==> config.mk <==
export PLATFORM = sky130hd
export DESIGN_NAME = fsr_trap_ctrl
export DESIGN_NICKNAME = d
export VERILOG_FILES = /design/src/rtl/fsr_pkg.sv /design/src/rtl/fsr_rst_sync.sv /design/src/rtl/fsr_rst_filter.sv /design/src/rtl/fsr_status_reg.sv /design/src/rtl/fsr_trap_ctrl.sv
export SDC_FILE = /design/constraint.sdc
export NUM_CORES = 1
export LEC_CHECK = 0
export ABC_AREA = 1
export BUFFER_PORTS_ARGS = -buffer_cell sky130_fd_sc_hd__buf_2
export CAP_MARGIN = 30
export CORE_MARGIN = 5
export CORE_UTILIZATION = 48
export CTS_BUF_LIST = sky130_fd_sc_hd__clkbuf_8
export DETAILED_ROUTE_END_ITERATION = 8
export PLACE_DENSITY = 0.79
export SLEW_MARGIN = 20
export SYNTH_ARGS = -nofsm -noshare
export SYNTH_HDL_FRONTEND = slang
export SYNTH_SLANG_ARGS = --single-unit
==> constraint.sdc <==
create_clock -name clk -period 2.6 [get_ports clk]
set_clock_uncertainty 0.05 [all_clocks]
set_input_delay 0.52 -clock clk [delete_from_list [all_inputs] [get_ports clk]]
set_output_delay 0.52 -clock clk [all_outputs]
set_load 0.005 [all_outputs]
==> src/rtl/fsr_pkg.sv <==
`timescale 1ns/1ps
package fsr_pkg;

  typedef enum logic [1:0] {
    OP_ARITH = 2'd0,
    OP_LOAD  = 2'd1,
    OP_STORE = 2'd2,
    OP_NONE  = 2'd3
  } fsr_op_e;

  typedef enum logic [2:0] {
    TT_NONE     = 3'd0,
    TT_UNDERFL  = 3'd1,
    TT_OVERFL   = 3'd2,
    TT_DIVZERO  = 3'd3,
    TT_ILLEGAL  = 3'd4,
    TT_INVALID  = 3'd5,
    TT_INEXACT  = 3'd6,
    TT_RESERVED = 3'd7
  } fsr_tt_e;

endpackage

==> src/rtl/fsr_rst_sync.sv <==
`timescale 1ns/1ps
// Asynchronous assertion, synchronous release of the chip-level reset.
module fsr_rst_sync #(
  parameter int STAGES = 2
) (
  input  logic clk,
  input  logic arst_n,
  output logic rst_n_o
);

  logic [STAGES-1:0] chain_q;
  logic [STAGES-1:0] chain_d;

  always_comb begin
    chain_d = {chain_q[STAGES-2:0], 1'b1};
  end

  always_ff @(posedge clk or negedge arst_n) begin
    if (!arst_n) chain_q <= '0;
    else         chain_q <= chain_d;
  end

  assign rst_n_o = chain_q[STAGES-1];

endmodule

==> src/rtl/fsr_rst_filter.sv <==
`timescale 1ns/1ps
// Synchronizes the reset request pin and asserts hold_o only after
// HOLD consecutive low samples; any high sample restarts the run.
module fsr_rst_filter #(
  parameter int HOLD = 64,
  parameter int SYNC = 2
) (
  input  logic clk,
  input  logic rst_n,
  input  logic req_n_i,
  output logic hold_o
);

  localparam int CW = $clog2(HOLD + 1);
  localparam logic [CW-1:0] CNT_MAX = CW'(HOLD);

  logic [SYNC-1:0] sync_q;
  logic [SYNC-1:0] sync_d;
  logic            sampled_n;
  logic [CW-1:0]   run_q;
  logic [CW-1:0]   run_d;
  logic            run_en;

  assign sampled_n = sync_q[SYNC-1];

  always_comb begin
    sync_d = {sync_q[SYNC-2:0], req_n_i};
  end

  always_comb begin
    run_en = 1'b1;
    run_d  = run_q;
    if (sampled_n) begin
      run_d = '0;
    end else if (run_q != CNT_MAX) begin
      run_d = run_q + 1'b1;
    end else begin
      run_en = 1'b0;
    end
  end

  always_ff @(posedge clk or negedge rst_n) begin
    if (!rst_n) begin
      sync_q <= '1;
      run_q  <= '0;
    end else begin
      sync_q <= sync_d;
      if (run_en) run_q <= run_d;
    end
  end

  assign hold_o = (run_q == CNT_MAX);

endmodule

==> src/rtl/fsr_status_reg.sv <==
`timescale 1ns/1ps
// Status word storage: synchronous clear, full-word load, trap-code
// write into the low field (the trap write wins over a load).
module fsr_status_reg #(
  parameter int W   = 32,
  parameter int TTW = 3
) (
  input  logic           clk,
  input  logic           rst_n,
  input  logic           clr_i,
  input  logic           load_en_i,
  input  logic [W-1:0]   load_val_i,
  input  logic           tt_we_i,
  input  logic [TTW-1:0] tt_val_i,
  output logic [W-1:0]   fsr_o
);

  logic [W-1:0] word_q;
  logic [W-1:0] word_d;
  logic         word_en;

  always_comb begin
    word_en = clr_i | load_en_i | tt_we_i;
    word_d  = word_q;
    if (clr_i) begin
      word_d = '0;
    end else begin
      if (load_en_i) word_d = load_val_i;
      if (tt_we_i)   word_d[TTW-1:0] = tt_val_i;
    end
  end

  always_ff @(posedge clk or negedge rst_n) begin
    if (!rst_n)       word_q <= '0;
    else if (word_en) word_q <= word_d;
  end

  assign fsr_o = word_q;

endmodule

==> src/rtl/fsr_trap_ctrl.sv <==
`timescale 1ns/1ps
module fsr_trap_ctrl #(
  parameter int DATA_W      = 32,
  parameter int TT_W        = 3,
  parameter int HOLD_CYCLES = 64,
  parameter int SYNC_STAGES = 2
) (
  input  logic              clk,
  input  logic              arst_n,
  input  logic              rst_req_n,
  input  logic              ins_start,
  input  logic [1:0]        ins_op,
  input  logic [DATA_W-1:0] ins_opnd,
  input  logic              eu_done,
  input  logic              eu_exc,
  input  logic [TT_W-1:0]   eu_tt,
  input  logic [DATA_W-1:0] eu_result,
  input  logic              eu_z,
  input  logic              eu_n,
  output logic              wb_valid,
  output logic [DATA_W-1:0] wb_data,
  output logic              flag_we,
  output logic              flag_z,
  output logic              flag_n,
  output logic              trap_q
);
  import fsr_pkg::*;

  logic rst_n_s;
  logic filt_hold;

  fsr_rst_sync #(.STAGES(SYNC_STAGES)) u_rst_sync (
    .clk     (clk),
    .arst_n  (arst_n),
    .rst_n_o (rst_n_s)
  );

  fsr_rst_filter #(.HOLD(HOLD_CYCLES), .SYNC(SYNC_STAGES)) u_rst_filter (
    .clk     (clk),
    .rst_n   (rst_n_s),
    .req_n_i (rst_req_n),
    .hold_o  (filt_hold)
  );

  // Command decode
  fsr_op_e op;
  logic    start_ok, is_load, is_store, is_arith;
  logic    done_ok, trap_hit, clean_done;
  logic    busy_q, busy_d;

  assign op       = fsr_op_e'(ins_op);
  assign start_ok = ins_start & ~filt_hold;
  assign is_load  = start_ok & (op == OP_LOAD);
  assign is_store = start_ok & (op == OP_STORE);
  assign is_arith = start_ok & (op == OP_ARITH);

  assign done_ok    = eu_done & busy_q & ~filt_hold;
  assign trap_hit   = done_ok & eu_exc;
  assign clean_done = done_ok & ~eu_exc;

  // Status word
  logic [DATA_W-1:0] fsr_q;

  fsr_status_reg #(.W(DATA_W), .TTW(TT_W)) u_status (
    .clk        (clk),
    .rst_n      (rst_n_s),
    .clr_i      (filt_hold),
    .load_en_i  (is_load),
    .load_val_i (ins_opnd),
    .tt_we_i    (trap_hit),
    .tt_val_i   (eu_tt),
    .fsr_o      (fsr_q)
  );

  // Next-state logic for tracking, trap flag and host outputs
  logic              q_q, q_d;
  logic              wbv_q, wbv_d;
  logic [DATA_W-1:0] wbd_q, wbd_d;
  logic              fwe_q, fwe_d;
  logic              fz_q, fn_q;

  always_comb begin
    if (filt_hold) begin
      busy_d = 1'b0;
      q_d    = 1'b0;
    end else begin
      busy_d = (busy_q & ~done_ok) | is_arith;
      if (trap_hit)      q_d = 1'b1;
      else if (start_ok) q_d = 1'b0;
      else               q_d = q_q;
    end
    wbv_d = clean_done | is_store;
    wbd_d = clean_done ? eu_result : fsr_q;
    fwe_d = clean_done;
  end

  always_ff @(posedge clk or negedge rst_n_s) begin
    if (!rst_n_s) begin
      busy_q <= 1'b0;
      q_q    <= 1'b0;
      wbv_q  <= 1'b0;
      wbd_q  <= '0;
      fwe_q  <= 1'b0;
      fz_q   <= 1'b0;
      fn_q   <= 1'b0;
    end else begin
      busy_q <= busy_d;
      q_q    <= q_d;
      wbv_q  <= wbv_d;
      fwe_q  <= fwe_d;
      if (wbv_d) wbd_q <= wbd_d;
      if (fwe_d) begin
        fz_q <= eu_z;
        fn_q <= eu_n;
      end
    end
  end

  assign wb_valid = wbv_q;
  assign wb_data  = wbd_q;
  assign flag_we  = fwe_q;
  assign flag_z   = fz_q;
  assign flag_n   = fn_q;
  assign trap_q   = q_q;

endmodule

---- Word level (Yosys, flattened, before mapping) ----
Cells that the tools add are included.
W data, S select, Z words.
word-level totals
  input bits .............................. 77
  bits in latches ......................... 0
  memories ................................ 0
  bits in writable memories ............... 0
  bits in read-only memories .............. 0
  output and inout bits ................... 37
  flip-flop bits (word level) ............. 81
operators by class
  divide/modulo/power cells ............... 0
  multiplexer cells ....................... 12
  shifts and indexed selects .............. 0
  bitwise gates (word level) .............. 16
  reductions and logical operators ........ 8
  order comparisons ....................... 0
  eq/ne operators ......................... 4
  multipliers ............................. 0
  add/sub/neg operators ................... 1
operators by type and width
  cell                   count
  $mux W32               3
  $mux W7                2
  $and A1 B1 Y1          9
  $add A7 B1 Y7 const B  1
  $eq A7 B7 Y1 const B   1
  $ne A7 B7 Y1 const B   1
  $mux W1                6
  $reduce_and A2 Y1      3
  $reduce_bool A3 Y1     2
  $or A1 B1 Y1           4
  $reduce_bool A2 Y1     2
  $mux W3                1
  $not A1 Y1             3
  $eq A2 B1 Y1 const B   1
  $eq A2 B2 Y1 const B   1
  $logic_not A2 Y1       1

---- Longest topological paths before layout ----
Gate-level depths: netlist (run 1).
  depth after elaboration ................. 7
  depth in mapped cells ................... 12

---- Hierarchy ----
A second synthesis (run 1) with hierarchy kept.
second synthesis, totals
  cell total of the unflattened synthesis .. 514
  area total of the unflattened synthesis .. 4001.3 um2
modules (own cells, without submodules)
  module          sequential area each (um2)  cells each  area an instance (um2)  times used
  fsr_trap_ctrl   950.9                       308         2154.6                  1
  fsr_status_reg  800.8                       153         1355.0                  1
  fsr_rst_filter  227.7                       50          437.9                   1
  fsr_rst_sync    50.0                        3           53.8                    1

---- Least setup slack after synthesis (run 1) ----
Ideal clock, no wire load.
  kind .................................... flip-flop to flip-flop
  start point ............................. register u_rst_filter.run_q[0]
  end point ............................... register wbd_q[14] (netlist: wb_data[14])
  required time ........................... 2.433 ns
  cell stages (with the launch flop) ...... 13
  data arrival time ....................... 1.492 ns
  slack ................................... 0.940 ns
  buffers on the path ..................... 2
  path through ............................ dfrtp_1 -> inv_1 -> ha_1 -> nand2_1 -> inv_1 -> nand3_1 -> buf_4 -> nand3_4 -> inv_2 -> buf_2 -> nand2_1 -> nand3_1 -> nand2_1
on the way
  word-level cells in the longest chain between the ends .. 5
  elaborated cells between the ends (all ways) .. 8
  those cells by class .................... eq/ne: 1; mux: 1; bitwise: 6
ends and longest elaborated chain
  what                                      RTL line                                  text
  start: declaration                        fsr_rst_filter.sv:20                      logic [CW-1:0] run_q;
  start signal: assignment                  fsr_rst_filter.sv:48                      if (run_en) run_q <= run_d;
  $eq A7 B7 Y1 (*)                          fsr_rst_filter.sv:52                      assign hold_o = (run_q == CNT_MAX);
  $not A1 Y1 (*)                            fsr_trap_ctrl.sv:52, fsr_trap_ctrl.sv:57
  $and A1 B1 Y1 (on tied branches)          fsr_trap_ctrl.sv:57, fsr_trap_ctrl.sv:52
  $and A1 B1 Y1 (on tied branches)          fsr_trap_ctrl.sv:59, fsr_trap_ctrl.sv:54
  $mux W32 or $or A1 B1 Y1 (tied branches)  fsr_trap_ctrl.sv:93, fsr_trap_ctrl.sv:92
  end signal: assignment                    fsr_trap_ctrl.sv:111                      if (wbv_d) wbd_q <= wbd_d;
  end: declaration                          fsr_trap_ctrl.sv:78                       logic [DATA_W-1:0] wbd_q, wbd_d;
Every way passes the cells marked *; elsewhere a longest branch is shown, timed or not.
A chain may end at the register's enable or synchronous reset.

---- Final worst setup path (run 1) ----
  start point ............................. register u_rst_filter.run_q[0]
  end point ............................... register wbd_q[1] (netlist: wb_data[1])
Same word-level chain as after synthesis.

==> results of run 1 <==
-- sequential cells by signal, indices dropped and copies added (netlist names) --
register,cells
trap_q,1
u_status.fsr_o,32
flag_z,1
u_rst_sync.chain_q,2
flag_n,1
u_rst_filter.sync_q,2
flag_we,1
wb_valid,1
wb_data,32
u_rst_filter.run_q,7
busy_q,1
-- stage by stage --
stage | worst slack (ns) | area [sq um] | std cells | utilization [%] | hold slack, ns
2_1_floorplan | 0.131 | 3700 | 468 | - | 0.174
3_3_place_gp | 0.458 | 4340 | 665 | 57.0 | 0.254
3_5_place_dp | 0.330 | 4360 | 666 | 57.3 | 0.256
4_1_cts | 0.302 | 4600 | 683 | 60.5 | 0.212
5_1_grt | 0.110 | 4630 | 684 | 60.9 | 0.210
6_report | 0.291 | 4630 | 684 | 60.9 | 0.225
-- what timing repair did --
action,in CTS,in global routing
hold endpoints to repair,2,0
hold buffers,1,0
buffers inserted,0,0
-- final timing paths --
kind	from	end	depth (start not counted)
worst max-delay path	u_rst_filter.run_q[0]	wb_data[1]	10
worst max register to register	u_rst_filter.run_q[0]	wb_data[1]	10
max in group asynchronous	u_rst_sync.chain_q[1]	u_status.fsr_o[11]	1
min in group asynchronous	u_rst_sync.chain_q[1]	u_status.fsr_o[27]	0
worst min-delay path	rst_req_n	u_rst_filter.sync_q[0]	1
worst min register to register	u_rst_sync.chain_q[1]	u_status.fsr_o[27]	0
-- cells in the mapped netlist --
library cell,count,area share [%]
nand4_1,6,1.0
ha_1,2,0.68
nand2_2,1,0.17
conb_1,1,0.10
o21ai_1,2,0.27
a21boi_0,1,0.20
o21ai_0,31,4.2
dfstp_2,2,1.4
o31ai_1,1,0.20
or3_1,1,0.17
nand3_4,1,0.47
dfrtp_1,79,53
nand3_1,66,8.9
a21oi_1,4,0.54
nor2_1,8,0.81
buf_4,3,0.61
inv_2,2,0.20
nand2_1,163,17
clkbuf_1,7,0.71
inv_1,73,7.4
buf_2,12,1.6
buf_1,1,0.10
xor2_1,1,0.24
-- routing by layer --
| metal | share of wire (%) | GRT usage [%] |
|---|---|---|
| met5 | 0 | 0 |
| met4 | 0.89 | 5.22 |
| met3 | 7.8 | 5.29 |
| met2 | 49 | 31.7 |
| met1 | 42 | 23.7 |
-- cells by family (layout without fill, tap and decap cells) --
family,after synthesis,after routing,synth area share (%)
AO/OA/AOI/OAI,39,39,5.41
AND/OR/NAND/NOR,246,246,28.1
buffers and inverters,98,212,10.6
flip-flops,81,81,54.8
adder cells (fa/ha/maj),2,2,0.676
other,1,1,0.101
XOR/XNOR,1,1,0.237
-- power by group through the flow --
stage / Sequential [W] / Clock [W] / Combinational, W
detailed placement: 0.00170 / 0 / 0.000743
floorplan: 0.00170 / 0 / 0.000382
finish: 0.00168 / 0.00108 / 0.000738
global route: 0.00171 / 0.00115 / 0.000851
CTS: 0.00167 / 0.00110 / 0.000748
global placement: 0.00171 / 0 / 0.000699
-- final cells by class --
type / count / area [sq um]
fill: 698 / 2980
clock buffer: 9 / 124
sequential: 81 / 2030
clock inverter: 7 / 111
tap: 102 / 128
inverter: 75 / 282
multi-input combinational: 289 / 1290
timing repair buffer: 121 / 661
==> run_results.csv, run 1 <==
group,metric,value,unit
sta,timing_hold_violations_final,0,
die,core_area,7610,sq um
worst_setup_path,cp_top_family,"simple AND/OR/NAND/NOR gates",
global_route,grt_overflow_total,0,
routing,drtIter0Drc,171,
layout,syn_to_final_growth,25.2,%
sta,period_share,88.8,%
pwr,p_total,0.00349,W
layout,final_common_cell,"nand2_1",
cts,cts_resized,0,
worst_setup_path,crit_type,"reg -> reg",
routing,wl_per_cell,12.9,um
cts,htree_levels,3,
sta,slew_headroom,60.7,%
cts,insertion_delay,0.34,ns
pwr,comb_power_share,21.2,%
sta,fin_crit,2.31,ns
sta,slew_violations,0,
layout,drive_gt1_share,24.6,%
global_route,grt_start_max_net_pins,48,
worst_setup_path,crit_chain,"inv_1 > ha_1 > nand2_1 > inv_1 > nand3_2 > nand3_4 > nand2_2 > inv_2 > nand2_1 > nand2_1",
worst_setup_path,r2r_slack,0.29,ns
global_route,antenna_found_initial,0,
sta,grt_setup_unrepaired,"false",
global_route,grt_pass1_vias,3336,
hold_path,hp-class,"in -> reg",
die,start_util,48.7,%
global_route,grt_first_pass_wirelength,14.9,mm
synthesis,synth_seq_area_share,54.8,%
layout,final_net_count,656,
cts,cts.sink_count,81,
pwr,peakVddDrop,0.377,mV
cts,cts_buffers,9,
die,dieArea,9570,sq um
worst_setup_path,max_stage_delay,0.51,ns
synthesis,ys_ff_latch,81,
pwr,p_leak,2.68,nW
synthesis,syn_nets,547,
die,die_h,97.8,um
layout,mostFrequentLayoutCells,"nand2_1 (163), buf_2 (113), dfrtp_1 (78), inv_1 (75), nand3_1 (65)",
worst_setup_path,crit_path_max_fanout,32,
pwr,seqPwrFrac,48.0,%
worst_setup_path,crit_top_cell,"nand2_1",
cts,clk_pin_slew,0.08,ns
routing,vias,3294,
pwr,clock_power_share,30.8,%
worst_setup_path,worstSetupStartpointType,"flip-flop",
synthesis,synthCells,468,
routing,wl,8.86,mm
cts,cts_tree,"yes",
sta,setup_viol,0,
cts,clockBufferDepth,2,
sta,worst_pin_slew,0.589,ns
die,die_w,97.8,um
die,rows,32,
place,hpwl,6.36,mm
worst_setup_path,arrival,2.54,ns
worst_setup_path,worstSetupEndpointType,"flip-flop",
layout,diodes,0,
worst_setup_path,crit_buf_inv,3,
pwr,p_sw,0.000997,W
routing,ant_nets,0,
synthesis,ys_warn_count,0,
cts,cts-root-buf,"clkbuf_8",
die,io_pins,114,
outcome,status,"finished, final reports clean",
synthesis,synth.avg_cell_area,7.91,sq um
place,port_buffers,113,
pwr,swShare,28.6,%
synthesis,yosys.cell_types.count,23,
routing,first_pass_iters,5,
synthesis,syn_area,3700,sq um
pwr,p_int,0.00249,W
sta,setup_tns,0,ns
place,place_congestion,0.882,
sta,fmax,0.433,GHz
pwr,powerDensity,753,nW/um^2
flow_run,drv_cap,0,
global_route,track_usage,18.7,%
worst_setup_path,crit_slowest_cell,"inv_2",
worst_setup_path,critPathRequiredTime,2.83,ns
routing,avgViaCountPerCell,4.82,
routing,drcViolationCount,0,
Note: power is estimated with default switching activity, not from simulation.
==> inputs of run 2 (changes only) <==
--- a/config.mk
+++ b/config.mk
@@ -9,10 +9,10 @@
 export BUFFER_PORTS_ARGS = -buffer_cell sky130_fd_sc_hd__buf_2
 export CAP_MARGIN = 30
 export CORE_MARGIN = 5
-export CORE_UTILIZATION = 48
+export CORE_UTILIZATION = 35
 export CTS_BUF_LIST = sky130_fd_sc_hd__clkbuf_8
 export DETAILED_ROUTE_END_ITERATION = 8
-export PLACE_DENSITY = 0.79
+export PLACE_DENSITY = 0.6
 export SLEW_MARGIN = 20
 export SYNTH_ARGS = -nofsm -noshare
 export SYNTH_HDL_FRONTEND = slang
==> run_results.csv, run 2 (synthesis results as in run 1) <==
group,metric,value,unit
routing,avgViaCountPerCell,4.51,
cts,clk_pin_slew,0.09,ns
pwr,peakVddDrop,0.295,mV
hold_path,hp-class,"in -> reg",
cts,insertion_delay,0.35,ns
layout,final_common_cell,"nand2_1",
sta,slew_headroom,58.4,%
die,rows,37,
worst_setup_path,crit_path_max_fanout,32,
pwr,p_total,0.00332,W
die,dieArea,12700,sq um
outcome,status,"finished, final reports clean",
worst_setup_path,crit-reg2reg-launch,"u_rst_filter.run_q[0]",
layout,drive_gt1_share,24.7,%
worst_setup_path,arrival,2.45,ns
layout,syn_to_final_growth,25.2,%
cts,htree_levels,3,
routing,drtIter0Drc,128,
global_route,track_usage,15.3,%
global_route,antenna_found_initial,0,
cts,cts.sink_count,81,
hold_path,min_from,"rst_req_n",
sta,setup_tns,0,ns
pwr,powerDensity,717,nW/um^2
routing,wl_per_cell,12.7,um
die,die_h,113,um
sta,period_share,84.8,%
global_route,grt_start_max_net_pins,80,
sta,timing_hold_violations_final,0,
cts,clockBufferDepth,2,
layout,fillCellCount,1079,
cts,cts_buffers,9,
worst_setup_path,r2r_slack,0.39,ns
layout,diodes,0,
global_route,grt_overflow_total,0,
layout,final_net_count,656,
sta,whs,0.217,ns
global_route,grt_pass1_vias,3298,
die,io_pins,114,
routing,wl,9.14,mm
cts,cts_resized,0,
worst_setup_path,r2r_end,"wb_data[10]",
cts,cts_tree,"yes",
worst_setup_path,critPathRequiredTime,2.84,ns
pwr,p_leak,2.65,nW
sta,worst_pin_slew,0.623,ns
routing,first_pass_iters,4,
cts,cts-root-buf,"clkbuf_8",
sta,slew_violations,0,
worst_setup_path,ff2ff_path_depth,10,
global_route,grt_first_pass_wirelength,15.9,mm
worst_setup_path,worstSetupEndpointType,"flip-flop",
place,hpwl,6.43,mm
place,place_congestion,0.758,
hold_path,holdPathStages,1,
routing,ant_nets,0,
routing,drcViolationCount,0,
sta,fin_crit,2.21,ns
worst_setup_path,crit_type,"reg -> reg",
worst_setup_path,worstSetupStartpointType,"flip-flop",
place,port_buffers,113,
die,die_w,113,um
die,start_util,35.9,%
die,core_area,10300,sq um
worst_setup_path,cp-startpoint,"u_rst_filter.run_q[0]",
routing,vias,3239,
hold_path,hold_path_end,"u_rst_filter.sync_q[0]",
sta,setup_viol,0,
flow_run,drv_cap,0,
sta,fmax,0.453,GHz
layout,mostFrequentLayoutCells,"nand2_1 (163), buf_2 (113), dfrtp_1 (78), inv_1 (74), nand3_1 (65)",
sta,grt_setup_unrepaired,"false",
## run 2: cell count changes in the layout (fill, tap and decap cells not counted), sizes merged
| cell | before | now |
|---|---|---|
| bufinv | 3 | 1 |
| clkinvlp | 0 | 2 |
## run 2: metrics by stage
step | cell area, sq um | cells | utilization (%) | worst slack [ns]
after global placement | 4400 | 700 | 42.6 | 0.408
after global routing | 4630 | 718 | 44.9 | 0.0463
after detailed placement | 4400 | 700 | 42.6 | 0.358
after floorplan | 3700 | 468 | - | 0.131
after CTS | 4610 | 717 | 44.6 | 0.339
final | 4630 | 718 | 44.9 | 0.394
## run 2: area by class of cell
class,count,area (sq um),area share [%]
clock buffers,9,124,2.67
inverters,75,282,6.07
multi-input cells,289,1290,27.9
repair buffers,121,661,14.3
well taps,136,170,3.67
flip-flops and latches,81,2030,43.9
clock inverters,7,71.3,1.54
## run 2: what timing repair did
item	CTS	global route
hold buffers	1	0
buffers inserted	0	0
hold endpoints to repair	2	0
## run 2: worst max path at each step
stage / end / slack [ns] / depth (start not counted)
floorplan: busy_q / 0.13 / 0
global placement: wb_data[25] / 0.41 / 10
detailed placement: wb_data[27] / 0.36 / 10
CTS: wb_data[30] / 0.34 / 10
global route: wb_data[21] / 0.05 / 10
finish: wb_data[10] / 0.39 / 10
## run 2: power breakdown
part	total (W)	switching, W	internal (W)
clock	0.000914	0.000470	0.000444
sequential	0.00165	0.000123	0.00153
combinational	0.000756	0.000425	0.000331
total	0.00332	0.00102	0.00231
## run 2: metal layers
| metal | wire, um | global-route usage, % |
|---|---|---|
| met1 | 4260 | 20.8 |
| met2 | 3980 | 23.9 |
| met3 | 802 | 4.44 |
| met4 | 94 | 4.09 |
| met5 | 0 | 0 |
## run 2: worst max-delay path: stages (launching register included)
cell,delay [ns]
dfrtp_1,0.42
inv_1,0.10
ha_1,0.16
nand2_1,0.05
inv_1,0.06
nand3_2,0.18
nand3_4,0.20
nand2_2,0.20
inv_2,0.51
nand2_1,0.12
nand2_1,0.10
==> inputs of run 3 (changes only) <==
--- a/config.mk
+++ b/config.mk
@@ -12,7 +12,7 @@
 export CORE_UTILIZATION = 35
 export CTS_BUF_LIST = sky130_fd_sc_hd__clkbuf_8
 export DETAILED_ROUTE_END_ITERATION = 8
-export PLACE_DENSITY = 0.6
+export PLACE_DENSITY = 0.58
 export SLEW_MARGIN = 20
 export SYNTH_ARGS = -nofsm -noshare
 export SYNTH_HDL_FRONTEND = slang
==> constraint.sdc (replaced) <==
create_clock -name clk -period 2.3 [get_ports clk]
set_clock_uncertainty 0.05 [all_clocks]
set_input_delay 0.46 -clock clk [delete_from_list [all_inputs] [get_ports clk]]
set_output_delay 0.46 -clock clk [all_outputs]
set_load 0.005 [all_outputs]
==> run_results.csv, run 3 (synthesis results as in run 1) <==
group,metric,value,unit
pwr,peakVddDrop,0.353,mV
layout,mostFrequentLayoutCells,"nand2_1 (163), buf_2 (113), dfrtp_1 (78), inv_1 (74), nand3_1 (65)",
routing,avgViaCountPerCell,4.42,
die,core_area,10300,sq um
die,rows,37,
cts,cts-root-buf,"clkbuf_8",
sta,period_share,89.4,%
sta,slew_violations,0,
cts,cts_hold_buf,1,
routing,drcViolationCount,0,
place,port_buffers,113,
layout,syn_to_final_growth,26.6,%
layout,final_cell_area,4690,sq um
layout,drive_gt1_share,24.7,%
routing,wl_per_cell,13.0,um
global_route,grt_first_pass_wirelength,15.8,mm
global_route,track_usage,15.4,%
sta,setup_ws,0.245,ns
pwr,p_sw,0.00113,W
pwr,powerDensity,857,nW/um^2
pwr,seqPwrFrac,46.8,%
sta,fmax,0.487,GHz
global_route,antenna_found_initial,0,
routing,wl,9.34,mm
worst_setup_path,worstSetupEndpointType,"flip-flop",
cts,cts_tree,"yes",
worst_setup_path,max_stage_delay,0.46,ns
global_route,grt_overflow_total,0,
routing,first_pass_iters,4,
cts,clockBufferDepth,2,
die,die_h,113,um
pwr,comb_power_share,21.0,%
place,postPlaceCellArea,4420,sq um
routing,drtIter0Drc,146,
sta,setup_viol,0,
place,hpwl,6.72,mm
pwr,p_leak,2.68,nW
layout,diodes,0,
place,place_congestion,0.755,
hold_path,hp-class,"in -> reg",
outcome,status,"finished, final reports clean",
sta,whs,0.163,ns
worst_setup_path,crit_type,"reg -> reg",
worst_setup_path,crit_slowest_cell,"inv_2",
sta,fin_crit,2.06,ns
sta,setup_tns,0,ns
layout,multi_input_area,1290,sq um
layout,final_common_cell,"nand2_1",
global_route,grt_pass1_vias,3260,
worst_setup_path,crit_path_max_fanout,32,
worst_setup_path,critPathRequiredTime,2.54,ns
sta,timing_hold_violations_final,0,
worst_setup_path,crit_top_cell,"nand2_1",
place,dpl_worst_slack,0.231,ns
pwr,p_total,0.00402,W
pwr,clock_power_share,32.2,%
cts,cts_buffers,9,
pwr,p_int,0.00289,W
worst_setup_path,worstSetupStartpointType,"flip-flop",
cts,post_cts_buffers,0,
cts,clk_pin_slew,0.08,ns
global_route,grt_start_max_net_pins,58,
layout,final-seq-area,2030,sq um
cts,cts.sink_count,81,
die,dieArea,12700,sq um
routing,vias,3171,
sta,slew_headroom,55.6,%
sta,worst_pin_slew,0.663,ns
sta,grt_setup_unrepaired,"false",
die,start_util,35.9,%
die,die_w,113,um
cts,htree_levels,3,
pwr,swShare,28.2,%
die,io_pins,114,
cts,insertion_delay,0.35,ns
flow_run,drv_cap,0,
cts,cts_resized,0,
routing,ant_nets,0,
worst_setup_path,crit_chain,"inv_1 > ha_1 > nand2_1 > inv_1 > nand3_2 > nand3_4 > nand2_2 > inv_2 > nand2_1 > nand2_1",
layout,final_net_count,656,
worst_setup_path,arrival,2.29,ns
layout,fillCellCount,1073,
run 3: path summary, 6_finish.rpt:
path | from | cells past startpoint | slack [ns] | end
setup / recovery | u_rst_filter.run_q[0] | 10 | 0.24 | wb_data[14]
hold / removal | rst_req_n | 1 | 0.16 | u_rst_filter.sync_q[0]
setup reg to reg | u_rst_filter.run_q[0] | 10 | 0.24 | wb_data[14]
hold reg to reg | u_rst_sync.chain_q[1] | 0 | 0.18 | wb_data[19]
max in group asynchronous | u_rst_sync.chain_q[1] | 1 | 1.35 | u_rst_filter.sync_q[0]
min in group asynchronous | u_rst_sync.chain_q[1] | 0 | 0.18 | wb_data[19]
run 3: power groups by stage:
stage               clock network (W)  logic [W]  registers [W]
CTS                           0.00133   0.000868        0.00188
global placement                    0   0.000846        0.00191
finish                        0.00129   0.000843        0.00188
global route                  0.00140   0.000983        0.00192
floorplan                           0   0.000432        0.00192
detailed placement                  0   0.000864        0.00191
run 3: final cells by class:
| cell class | instances | area share [%] |
|---|---|---|
| clock buffer | 11 | 3.23 |
| clock inverter | 5 | 2.19 |
| inverter | 75 | 6.01 |
| multi-input combinational | 289 | 27.6 |
| sequential | 81 | 43.4 |
| tap | 136 | 3.63 |
| timing repair buffer | 121 | 13.9 |
run 3: routing by layer:
layer  wire (um)  track usage, %
met1        4370            21.0
met5           0               0
met2        4300            24.3
met3         558            3.64
met4         110            4.57
run 3: critical path, delay by kind of cell (launching register included):
kind                       cells  cell delay, ns
and+or+nand+nor                6            0.73
DFF                            1            0.41
buffers and inverters          3            0.63
adders and majority gates      1            0.16
run 3: stage by stage:
step	instances	util (%)
floorplan	468	-
global placement	701	42.8
detailed placement	701	42.8
CTS	718	45.4
global route	718	45.4
finish	718	45.4
